===== config.mk =====
export PLATFORM = sky130hd
export DESIGN_NAME = emu_mode_ctrl
export DESIGN_NICKNAME = d
export VERILOG_FILES = /design/src/rtl/emu_pkg.sv /design/src/rtl/emu_evt_arb.sv /design/src/rtl/emu_state.sv /design/src/rtl/emu_bkpt_inhibit.sv /design/src/rtl/emu_irq_sampler.sv /design/src/rtl/emu_mode_ctrl.sv
export SDC_FILE = /design/constraint.sdc
export NUM_CORES = 1
export LEC_CHECK = 0
export ABC_AREA = 1
export BUFFER_PORTS_ARGS = -buffer_cell sky130_fd_sc_hd__buf_2
export CORE_AREA = 2 2 39 41
export CTS_CLUSTER_DIAMETER = 150
export DETAILED_ROUTE_END_ITERATION = 8
export DIE_AREA = 0 0 41 43
export GPL_TIMING_DRIVEN = 0
export PLACE_DENSITY = 0.49
export SETUP_SLACK_MARGIN = 0.4
export SLEW_MARGIN = 20
export SYNTH_ARGS = -nofsm -noshare
export SYNTH_HDL_FRONTEND = slang
export SYNTH_SLANG_ARGS = --single-unit
export TNS_END_PERCENT = 20

===== constraint.sdc =====
create_clock -name clk -period 0.8 [get_ports clk]
set_input_delay 0 -clock clk [delete_from_list [all_inputs] [get_ports clk]]
set_output_delay 0 -clock clk [all_outputs]
set_load 0.03 [all_outputs]

===== src/rtl/emu_pkg.sv =====
package emu_pkg;

  typedef enum logic [2:0] {
    EV_NONE,
    EV_DBG,
    EV_EXC,
    EV_RTE_RESTORE,
    EV_RTE_EXIT,
    EV_RTE_PLAIN
  } emu_evt_e;

endpackage


===== src/rtl/emu_evt_arb.sv =====
module emu_evt_arb
  import emu_pkg::*;
#(
  parameter int FS_W = 4,
  parameter logic [FS_W-1:0] FS_EMU = 4'b0010
) (
  input  logic            dbg_entry_i,
  input  logic            exc_entry_i,
  input  logic            rte_i,
  input  logic [FS_W-1:0] rte_fs_i,
  input  logic            emu_q,
  output emu_evt_e        evt_o
);

  logic fs_match;

  assign fs_match = (rte_fs_i == FS_EMU);

  always_comb begin
    evt_o = EV_NONE;
    if (dbg_entry_i) begin
      evt_o = EV_DBG;
    end else if (exc_entry_i) begin
      evt_o = EV_EXC;
    end else if (rte_i) begin
      if (fs_match)   evt_o = EV_RTE_RESTORE;
      else if (emu_q) evt_o = EV_RTE_EXIT;
      else            evt_o = EV_RTE_PLAIN;
    end
  end

endmodule


===== src/rtl/emu_state.sv =====
module emu_state
  import emu_pkg::*;
#(
  parameter int FS_W = 4,
  parameter int PST_W = 4,
  parameter logic [FS_W-1:0]  FS_EMU   = 4'b0010,
  parameter logic [FS_W-1:0]  FS_NORM  = 4'b0000,
  parameter logic [PST_W-1:0] PST_DBG  = 4'hD,
  parameter logic [PST_W-1:0] PST_IDLE = 4'h0
) (
  input  logic             clk,
  input  logic             rst,
  input  emu_evt_e         evt_i,
  output logic             emu_q,
  output logic [FS_W-1:0]  frame_fs_q,
  output logic [PST_W-1:0] pst_q
);

  logic             emu_d;
  logic [FS_W-1:0]  fs_d;
  logic [PST_W-1:0] pst_d;

  always_comb begin
    emu_d = emu_q;
    fs_d  = frame_fs_q;
    pst_d = PST_IDLE;
    unique case (evt_i)
      EV_DBG: begin
        emu_d = 1'b1;
        pst_d = PST_DBG;
      end
      EV_EXC: begin
        fs_d  = emu_q ? FS_EMU : FS_NORM;
        emu_d = 1'b0;
      end
      EV_RTE_RESTORE: begin
        emu_d = 1'b1;
        pst_d = PST_DBG;
      end
      EV_RTE_EXIT:  emu_d = 1'b0;
      EV_RTE_PLAIN: emu_d = 1'b0;
      default: ;
    endcase
  end

  always_ff @(posedge clk) begin
    if (rst) begin
      emu_q      <= 1'b0;
      frame_fs_q <= FS_NORM;
      pst_q      <= PST_IDLE;
    end else begin
      emu_q      <= emu_d;
      frame_fs_q <= fs_d;
      pst_q      <= pst_d;
    end
  end

endmodule


===== src/rtl/emu_bkpt_inhibit.sv =====
module emu_bkpt_inhibit
  import emu_pkg::*;
#(
  parameter int INHIBIT_RETIRES = 1
) (
  input  logic     clk,
  input  logic     rst,
  input  emu_evt_e evt_i,
  input  logic     retire_i,
  output logic     inhibit_q
);

  localparam int CNT_W = (INHIBIT_RETIRES > 1) ? $clog2(INHIBIT_RETIRES) : 1;
  localparam logic [CNT_W-1:0] CNT_LAST = CNT_W'(INHIBIT_RETIRES - 1);

  logic [CNT_W-1:0] cnt_q;

  always_ff @(posedge clk) begin
    if (rst) begin
      inhibit_q <= 1'b0;
      cnt_q     <= '0;
    end else if (evt_i == EV_RTE_EXIT) begin
      inhibit_q <= 1'b1;
      cnt_q     <= '0;
    end else if (inhibit_q && retire_i) begin
      if (cnt_q == CNT_LAST) begin
        inhibit_q <= 1'b0;
        cnt_q     <= '0;
      end else begin
        cnt_q <= cnt_q + 1'b1;
      end
    end
  end

endmodule


===== src/rtl/emu_irq_sampler.sv =====
module emu_irq_sampler (
  input  logic clk,
  input  logic rst,
  input  logic retire_i,
  input  logic irq_req_i,
  output logic sample_q
);

  always_ff @(posedge clk) begin
    if (rst) sample_q <= 1'b0;
    else     sample_q <= retire_i & irq_req_i;
  end

endmodule


===== src/rtl/emu_mode_ctrl.sv =====
module emu_mode_ctrl
  import emu_pkg::*;
#(
  parameter int FS_W = 4,
  parameter int PST_W = 4,
  parameter logic [FS_W-1:0]  FS_EMU   = 4'b0010,
  parameter logic [FS_W-1:0]  FS_NORM  = 4'b0000,
  parameter logic [PST_W-1:0] PST_DBG  = 4'hD,
  parameter logic [PST_W-1:0] PST_IDLE = 4'h0,
  parameter int INHIBIT_RETIRES = 1
) (
  input  logic             clk,
  input  logic             rst,
  input  logic             dbg_entry_i,
  input  logic             exc_entry_i,
  input  logic             rte_i,
  input  logic [FS_W-1:0]  rte_fs_i,
  input  logic             retire_i,
  input  logic             irq_req_i,
  output logic             emu_o,
  output logic [FS_W-1:0]  frame_fs_o,
  output logic [PST_W-1:0] pst_o,
  output logic             bkpt_inhibit_o,
  output logic             irq_sample_o
);

  emu_evt_e evt;

  emu_evt_arb #(.FS_W(FS_W), .FS_EMU(FS_EMU)) u_arb (
    .dbg_entry_i (dbg_entry_i),
    .exc_entry_i (exc_entry_i),
    .rte_i       (rte_i),
    .rte_fs_i    (rte_fs_i),
    .emu_q       (emu_o),
    .evt_o       (evt)
  );

  emu_state #(
    .FS_W(FS_W), .PST_W(PST_W), .FS_EMU(FS_EMU), .FS_NORM(FS_NORM),
    .PST_DBG(PST_DBG), .PST_IDLE(PST_IDLE)
  ) u_state (
    .clk        (clk),
    .rst        (rst),
    .evt_i      (evt),
    .emu_q      (emu_o),
    .frame_fs_q (frame_fs_o),
    .pst_q      (pst_o)
  );

  emu_bkpt_inhibit #(.INHIBIT_RETIRES(INHIBIT_RETIRES)) u_inh (
    .clk       (clk),
    .rst       (rst),
    .evt_i     (evt),
    .retire_i  (retire_i),
    .inhibit_q (bkpt_inhibit_o)
  );

  emu_irq_sampler u_irq (
    .clk       (clk),
    .rst       (rst),
    .retire_i  (retire_i),
    .irq_req_i (irq_req_i),
    .sample_q  (irq_sample_o)
  );

endmodule


=== Yosys cells after proc, flatten, opt, wreduce, memory -nomap -nowiden ===
Index checks and enable logic that the tools add are counted.

* Logic and storage cells: 34
* Bits in registers: 12
* Input port bits: 11
* Output and inout port bits: 11

* Reductions and logical operators: 7
* Muxes and demuxes: 12
* Add/sub/neg operators: 1
* Bitwise operators: 1
* Eq/ne operators: 7

{| class="wikitable"
|+ Operator list
! operator !! number
|-
| two-way mux 3 bit || 4
|-
| == test 3 x 2 -> 1 bit, second input constant || 2
|-
| == test 3 bit, second input constant || 2
|-
| two-way mux 1 bit || 5
|-
| == test 4 x 2 -> 1 bit, second input constant || 1
|-
| two-way mux 4 bit || 1
|-
| nonzero test 2 bit || 2
|-
| OR reduction 2 bit || 2
|-
| == test 3 x 1 -> 1 bit, second input constant || 1
|-
| OR reduction 3 bit || 1
|-
| two-way mux 2 bit || 1
|-
| != test 2 bit, second input constant || 1
|-
| case mux 1 bit (2 select lines) || 1
|-
| AND reduction 2 bit || 1
|-
| adder 1 bit, second input constant || 1
|-
| AND 1 bit || 1
|-
| logical AND 1 bit || 1
|}

=== Longest topological paths before layout ===
* Word-level depth: 8
* Depth in mapped cells: 6

=== Modules after synthesis ===
Synthesis repeated with hierarchy kept, for this count alone.

* Cell total of the unflattened synthesis: 50
* Area total of the unflattened synthesis: 317.8 µm²

{| class="wikitable"
|+ Modules (own cells, without submodules)
! module !! times used !! seq. area each (µm²) !! area an instance (µm²) !! cells each
|-
| emu_state || 1 || 60.1 || 180.2 || 26
|-
| emu_evt_arb || 1 || 0.0 || 63.8 || 15
|-
| emu_bkpt_inhibit || 1 || 20.0 || 43.8 || 6
|-
| emu_irq_sampler || 1 || 20.0 || 30.0 || 3
|}

=== Least setup slack after synthesis ===
No wires, ideal clock.

* Kind: register -> register
* Start: reg u_state.emu_q
* End: reg u_state.emu_q
* Slack: -0.057 ns
* Arrival: 0.793 ns
* Setup time: 0.064 ns
* Clock period less this slack: 0.857 ns
* Stages on the path, launching flop included: 4
* Data required time: 0.736 ns
* Buffers on the path: 0
* Path through: dfxtp_1 -> nand3b_1 -> nand3_1 -> nor2_1

* Longest elaborated chain between the ends: 8
* Elaborated cells between the ends (all ways): 14

{| class="wikitable"
|+ RTL lines
! element !! line !! source
|-
| from (decl) || emu_state.sv:14 || <nowiki>output logic emu_q,</nowiki>
|-
| from (signal assigned) || emu_state.sv:52 || <nowiki>emu_q <= emu_d;</nowiki>
|-
| two-way mux 1 bit * || emu_evt_arb.sv:27 || <nowiki>else if (emu_q) evt_o = EV_RTE_EXIT;</nowiki>
|-
| two-way mux 3 bit * || emu_evt_arb.sv:26 || <nowiki>if (fs_match) evt_o = EV_RTE_RESTORE;</nowiki>
|-
| two-way mux 3 bit * || emu_evt_arb.sv:25 || <nowiki>end else if (rte_i) begin</nowiki>
|-
| two-way mux 3 bit * || emu_evt_arb.sv:23 || <nowiki>end else if (exc_entry_i) begin</nowiki>
|-
| two-way mux 3 bit * || emu_evt_arb.sv:21 || <nowiki>if (dbg_entry_i) begin</nowiki>
|-
| == test 3 bit, or another cell as far along || emu_state.sv:27 || <nowiki>unique case (evt_i)</nowiki>
|-
| OR reduction 3 bit (no line) / OR reduction 2 bit (equally long branches) || - ||
|-
| case mux 1 bit (2 select lines) / nonzero test 2 bit (equally long branches) || - ||
|}

Mark *: on every way between the ends. The rest lies on a longest branch, timed or not.
A chain may end at the register's enable or synchronous reset.

=== Worst setup path after layout ===
* Start: reg u_state.pst_q[2]
* End: out pst_o[2]

{| class="wikitable"
|+ RTL lines
! element !! line !! source
|-
| from (decl) || emu_state.sv:16 || <nowiki>output logic [PST_W-1:0] pst_q</nowiki>
|-
| from (signal assigned) || emu_state.sv:54 || <nowiki>pst_q <= pst_d;</nowiki>
|-
| to (decl) || emu_mode_ctrl.sv:22 || <nowiki>output logic [PST_W-1:0] pst_o,</nowiki>
|}

No word-level cell between the ends.

==> impl_results.html <==
<table>
<tr><th>Metric</th><th>Value</th></tr>
<tr><th colspan="2">Pwr</th></tr>
<tr><td>Internal</td><td>~0.00054 W</td></tr>
<tr><td>Ratio of total power to cell area</td><td>roughly 1600 nW/µm²</td></tr>
<tr><td>Net Sw Frac</td><td>slightly below 30%</td></tr>
<tr><td>Relative contribution of sequential cells to total power</td><td>between 30% and 40%</td></tr>
<tr><td>Net Switching</td><td>around 0.00022 W</td></tr>
<tr><td>Proportion of power drawn by combinational gates</td><td>around a quarter</td></tr>
<tr><td>Proportion of power drawn by the clock network</td><td>37.6%</td></tr>
<tr><td>LEAKAGE</td><td>~0.26 nW</td></tr>
<tr><td>VDD IR-drop max</td><td>roughly 0.00083 V</td></tr>
<tr><th colspan="2">Finish</th></tr>
<tr><td>Net count, final</td><td>74</td></tr>
<tr><td>Area Overhead vs Synth</td><td>78.90%</td></tr>
<tr><td>Number of standard cells in the layout, taps in and fillers out</td><td>around 80</td></tr>
<tr><td>Area of all placed cells without fillers</td><td>488.0 µm²</td></tr>
<tr><td>Leading cell types in the layout, fill and taps excluded</td><td>sky130_fd_sc_hd__buf_2 (11), sky130_fd_sc_hd__buf_6 (8), sky130_fd_sc_hd__inv_1 (6)</td></tr>
<tr><td>Fraction of final layout cells sized beyond drive strength 1</td><td>between 60% and 70%</td></tr>
<tr><td>Fill cell count</td><td>150</td></tr>
<tr><td>Commonest non-fill, non-tap cell in the layout</td><td>sky130_fd_sc_hd__buf_2</td></tr>
<tr><td>ANT cells</td><td>0</td></tr>
<tr><th colspan="2">Detailed routing</th></tr>
<tr><td>Vias per std cell</td><td>approximately 3.9</td></tr>
<tr><td>Total Routed Length</td><td>about 550 µm</td></tr>
<tr><td>Via count of the routed design</td><td>between 300 and 400</td></tr>
<tr><td>DR iter-0 viols</td><td>3</td></tr>
<tr><td>Remaining DRCs</td><td>0</td></tr>
<tr><td>Post-DR wirelength/cell</td><td>approximately 7.0 µm</td></tr>
<tr><td>Antenna-violating nets left</td><td>0</td></tr>
<tr><td>Initial DRT Pass Iterations</td><td>3</td></tr>
<tr><th colspan="2">Critical path</th></tr>
<tr><td>Worst Reg2Reg Path Length in Cells</td><td>3</td></tr>
<tr><td>Maximum fanout encountered on the critical timing path</td><td>3</td></tr>
<tr><td>Cell-by-cell trace of the critical path</td><td>buf_6, buf_6</td></tr>
<tr><td>R2R Path Start</td><td>u_state.emu_q</td></tr>
<tr><td>Reg2reg end</td><td>u_state.emu_q</td></tr>
<tr><td>Cell repeated most along the worst path</td><td>sky130_fd_sc_hd__buf_6</td></tr>
<tr><td>Critical Path Sink Type</td><td>primary output</td></tr>
<tr><td>Sort of element at the start of the critical path</td><td>flop</td></tr>
<tr><td>Master of the slowest instance on the critical path</td><td>sky130_fd_sc_hd__dfxtp_2</td></tr>
<tr><td>Class of the most critical setup path</td><td>reg2out</td></tr>
<tr><td>Arrival time at the worst endpoint</td><td>approximately 0.80 ns</td></tr>
<tr><td>Crit path largest cell delay</td><td>0.33 ns</td></tr>
<tr><td>Req. time, crit path</td><td>0.80 ns</td></tr>
<tr><td>Register-to-Register Setup Slack</td><td>about 0.070 ns</td></tr>
<tr><th colspan="2">Place</th></tr>
<tr><td>Placed cell count</td><td>74</td></tr>
<tr><td>Final estimated routing congestion in global placement</td><td>roughly 0.7</td></tr>
<tr><td>HPWL reported at the end of detailed placement</td><td>between 400 and 500 µm</td></tr>
<tr><td>Area after detailed placement</td><td>between 300 and 400 µm²</td></tr>
<tr><td># port buffers</td><td>17</td></tr>
<tr><th colspan="2">Timing</th></tr>
<tr><td>Hold Fails Final Rpt</td><td>3</td></tr>
<tr><td>Fin Clk Skew</td><td>between 0.0006 and 0.0007 ns</td></tr>
<tr><td>Setup Total Neg Slack</td><td>0 ns</td></tr>
<tr><td>Setup repair after global routing missed its margin</td><td>yes</td></tr>
<tr><td>Final worst-path cycle share</td><td>99.52%</td></tr>
<tr><td>Max Fclk</td><td>between 1 and 1.5 GHz</td></tr>
<tr><td>Slew Limit Fails</td><td>0</td></tr>
<tr><td>Count of endpoints failing setup in the final report</td><td>0</td></tr>
<tr><td>Minimum clock period after layout</td><td>around 0.8 ns</td></tr>
<tr><td>Minimum hold slack</td><td>-0.04528 ns</td></tr>
<tr><th colspan="2">Yosys</th></tr>
<tr><td>Part of the Yosys area used for sequential elements</td><td>36.70%</td></tr>
<tr><td>Synthesized cell area</td><td>between 200 and 300 µm²</td></tr>
<tr><td>Total number of yosys warnings</td><td>0</td></tr>
<tr><td>Flops &amp; latches, synth</td><td>5</td></tr>
<tr><td>Cell variety after synth</td><td>16</td></tr>
<tr><td>Synthesized area per cell</td><td>7.178 µm²</td></tr>
<tr><td>Number of instances in the synthesized netlist</td><td>38</td></tr>
<tr><th colspan="2">Floorplan</th></tr>
<tr><td>Placeable core region</td><td>around 1400 µm²</td></tr>
<tr><td>I/O Pins</td><td>22</td></tr>
<tr><td>Die height</td><td>roughly 43 µm</td></tr>
<tr><td>Initial Utilization</td><td>between 10% and 20%</td></tr>
<tr><td>Die extent in x</td><td>approximately 40 µm</td></tr>
<tr><td>Num rows</td><td>14</td></tr>
<tr><td>Die outline area</td><td>approximately 1800 µm²</td></tr>
<tr><th colspan="2">GRT</th></tr>
<tr><td>Combined global-route utilization of all metal layers</td><td>8.241%</td></tr>
<tr><td>First-pass GRT wire length</td><td>approximately 940 µm</td></tr>
<tr><td>Remaining global-route overflow</td><td>0</td></tr>
<tr><td>Via count of the first global-routing pass</td><td>between 200 and 250</td></tr>
<tr><td>Number of antenna violations at the first check in global routing</td><td>0</td></tr>
<tr><td>Maximum number of pins on one net before global-route repair</td><td>5</td></tr>
<tr><th colspan="2">CTS</th></tr>
<tr><td>Worst skew pair latency</td><td>around 0.24 ns</td></tr>
<tr><td>CTS tree</td><td>done</td></tr>
<tr><td>Deepest level of the CTS H-tree</td><td>1</td></tr>
<tr><td>Number of buffers inserted during clock tree synthesis</td><td>3</td></tr>
<tr><td>Clock root buffer master</td><td>sky130_fd_sc_hd__clkbuf_4</td></tr>
<tr><td>CTS sink cnt</td><td>5</td></tr>
<tr><td>Clk pin slew, worst setup/hold paths</td><td>approximately 0.04 ns</td></tr>
<tr><td>Clock buffer depth</td><td>2</td></tr>
<tr><th colspan="2">Hold path</th></tr>
<tr><td>Endpoint, Worst Hold</td><td>u_inh.inhibit_q</td></tr>
<tr><td>Worst hold path startpoint</td><td>rst</td></tr>
<tr><td>Worst Hold Path Cells</td><td>2</td></tr>
<tr><td>Worst hold-check path type</td><td>in2reg</td></tr>
<tr><th colspan="2">Job</th></tr>
<tr><td>Count of max-cap constraint violations</td><td>0</td></tr>
<tr><th colspan="2">Status</th></tr>
<tr><td>Failing checks</td><td>negative hold slack</td></tr>
<tr><td>Run status</td><td>complete, but fails checks</td></tr>
</table>
layout make-up:
class	instances	area, µm²	area share (%)
inverters	7	26.28	5.385
flip-flops and latches	5	111.4	22.82
plain buffers	6	52.55	10.77
well taps	16	20.02	4.103
multi-input cells	23	128.9	26.41
repair buffers	17	122.6	25.13
clock buffers	4	26.28	5.385
critical path, delay by kind of cell, from the launching register on:
kind     cells  cell delay (ns)
flops        1             0.33
buf+inv      2             0.23
per-stage QoR:
stage,power (W),hold WS (ns),utilization (%),setup WS [ns]
after global placement,0.0004412,0.2060,28.75,0.09963
after CTS,0.0007711,-0.05400,34.81,-0.009177
after floorplan,0.0003903,0.05327,-,0.07410
final,0.0007601,-0.04528,35.26,0.003816
after global routing,0.0008158,-0.04740,35.26,-0.03275
after detailed placement,0.0004426,0.2031,28.75,0.09685
how the worst max path moves through the flow:
stage	start	end	slack [ns]	cells past startpoint
after floorplan	u_state.emu_q	u_state.emu_q	0.07	3
after global placement	u_state.emu_q	u_state.emu_q	0.1	3
after detailed placement	u_state.emu_q	u_state.emu_q	0.1	3
after CTS	u_state.pst_q[2]	pst_o[2]	-0.009	2
after global routing	u_state.pst_q[2]	pst_o[3]	-0.03	2
final	u_state.pst_q[2]	pst_o[2]	0.004	2
Yosys cell counts:
library cell               number  area (µm²)
sky130_fd_sc_hd__a21oi_1        1       5.000
sky130_fd_sc_hd__a21oi_2        1       8.760
sky130_fd_sc_hd__buf_4          6       45.04
sky130_fd_sc_hd__conb_1         1       3.750
sky130_fd_sc_hd__dfxtp_1        5       100.1
sky130_fd_sc_hd__inv_1          6       22.52
sky130_fd_sc_hd__inv_2          1       3.750
sky130_fd_sc_hd__nand2_1        4       15.01
sky130_fd_sc_hd__nand2_2        1       6.260
sky130_fd_sc_hd__nand3_1        2       10.01
sky130_fd_sc_hd__nand3_2        1       10.01
sky130_fd_sc_hd__nand3b_1       1       7.510
sky130_fd_sc_hd__nor2_1         5       18.77
sky130_fd_sc_hd__nor2_2         1       6.260
sky130_fd_sc_hd__nor3_1         1       5.000
sky130_fd_sc_hd__o21ai_0        1       5.000
flip-flops by register name, indices dropped and copies added (netlist names):
name	cells
u_irq.sample_q	1
u_inh.inhibit_q	1
u_state.emu_q	1
u_state.frame_fs_q	1
u_state.pst_q	1
cell families after synthesis:
group	count (synthesis)	share of synthesized area (%)
buf+inv	13	26.14
compound gates	3	6.878
flops	5	36.70
other cells	1	1.375
simple gates	16	28.90
repair_timing:
item                                    CTS  global route
buffers inserted                          0             0
pin swaps                                 5             4
endpoints found under the setup margin   10            10
hold endpoints to repair                  3             3
resized for setup                        19             1
power groups by stage:
stage | sequential, W | clock [W] | combinational [W]
after CTS | 0.000274 | 0.000300 | 0.000197
after detailed placement | 0.000272 | 0 | 0.000170
after global routing | 0.000276 | 0.000322 | 0.000217
final | 0.000275 | 0.000286 | 0.000199
after global placement | 0.000272 | 0 | 0.000169
after floorplan | 0.000298 | 0 | 0.0000922
layer usage:
layer	routed length (µm)	global-route usage (%)	vias to the layer above
met5	0	0	-
met4	0	2.000	0
met3	68	8.377	0
met2	282	12.50	13
met1	198	7.419	140
li1	-	-	152
Power figures use the tool's default switching activity.
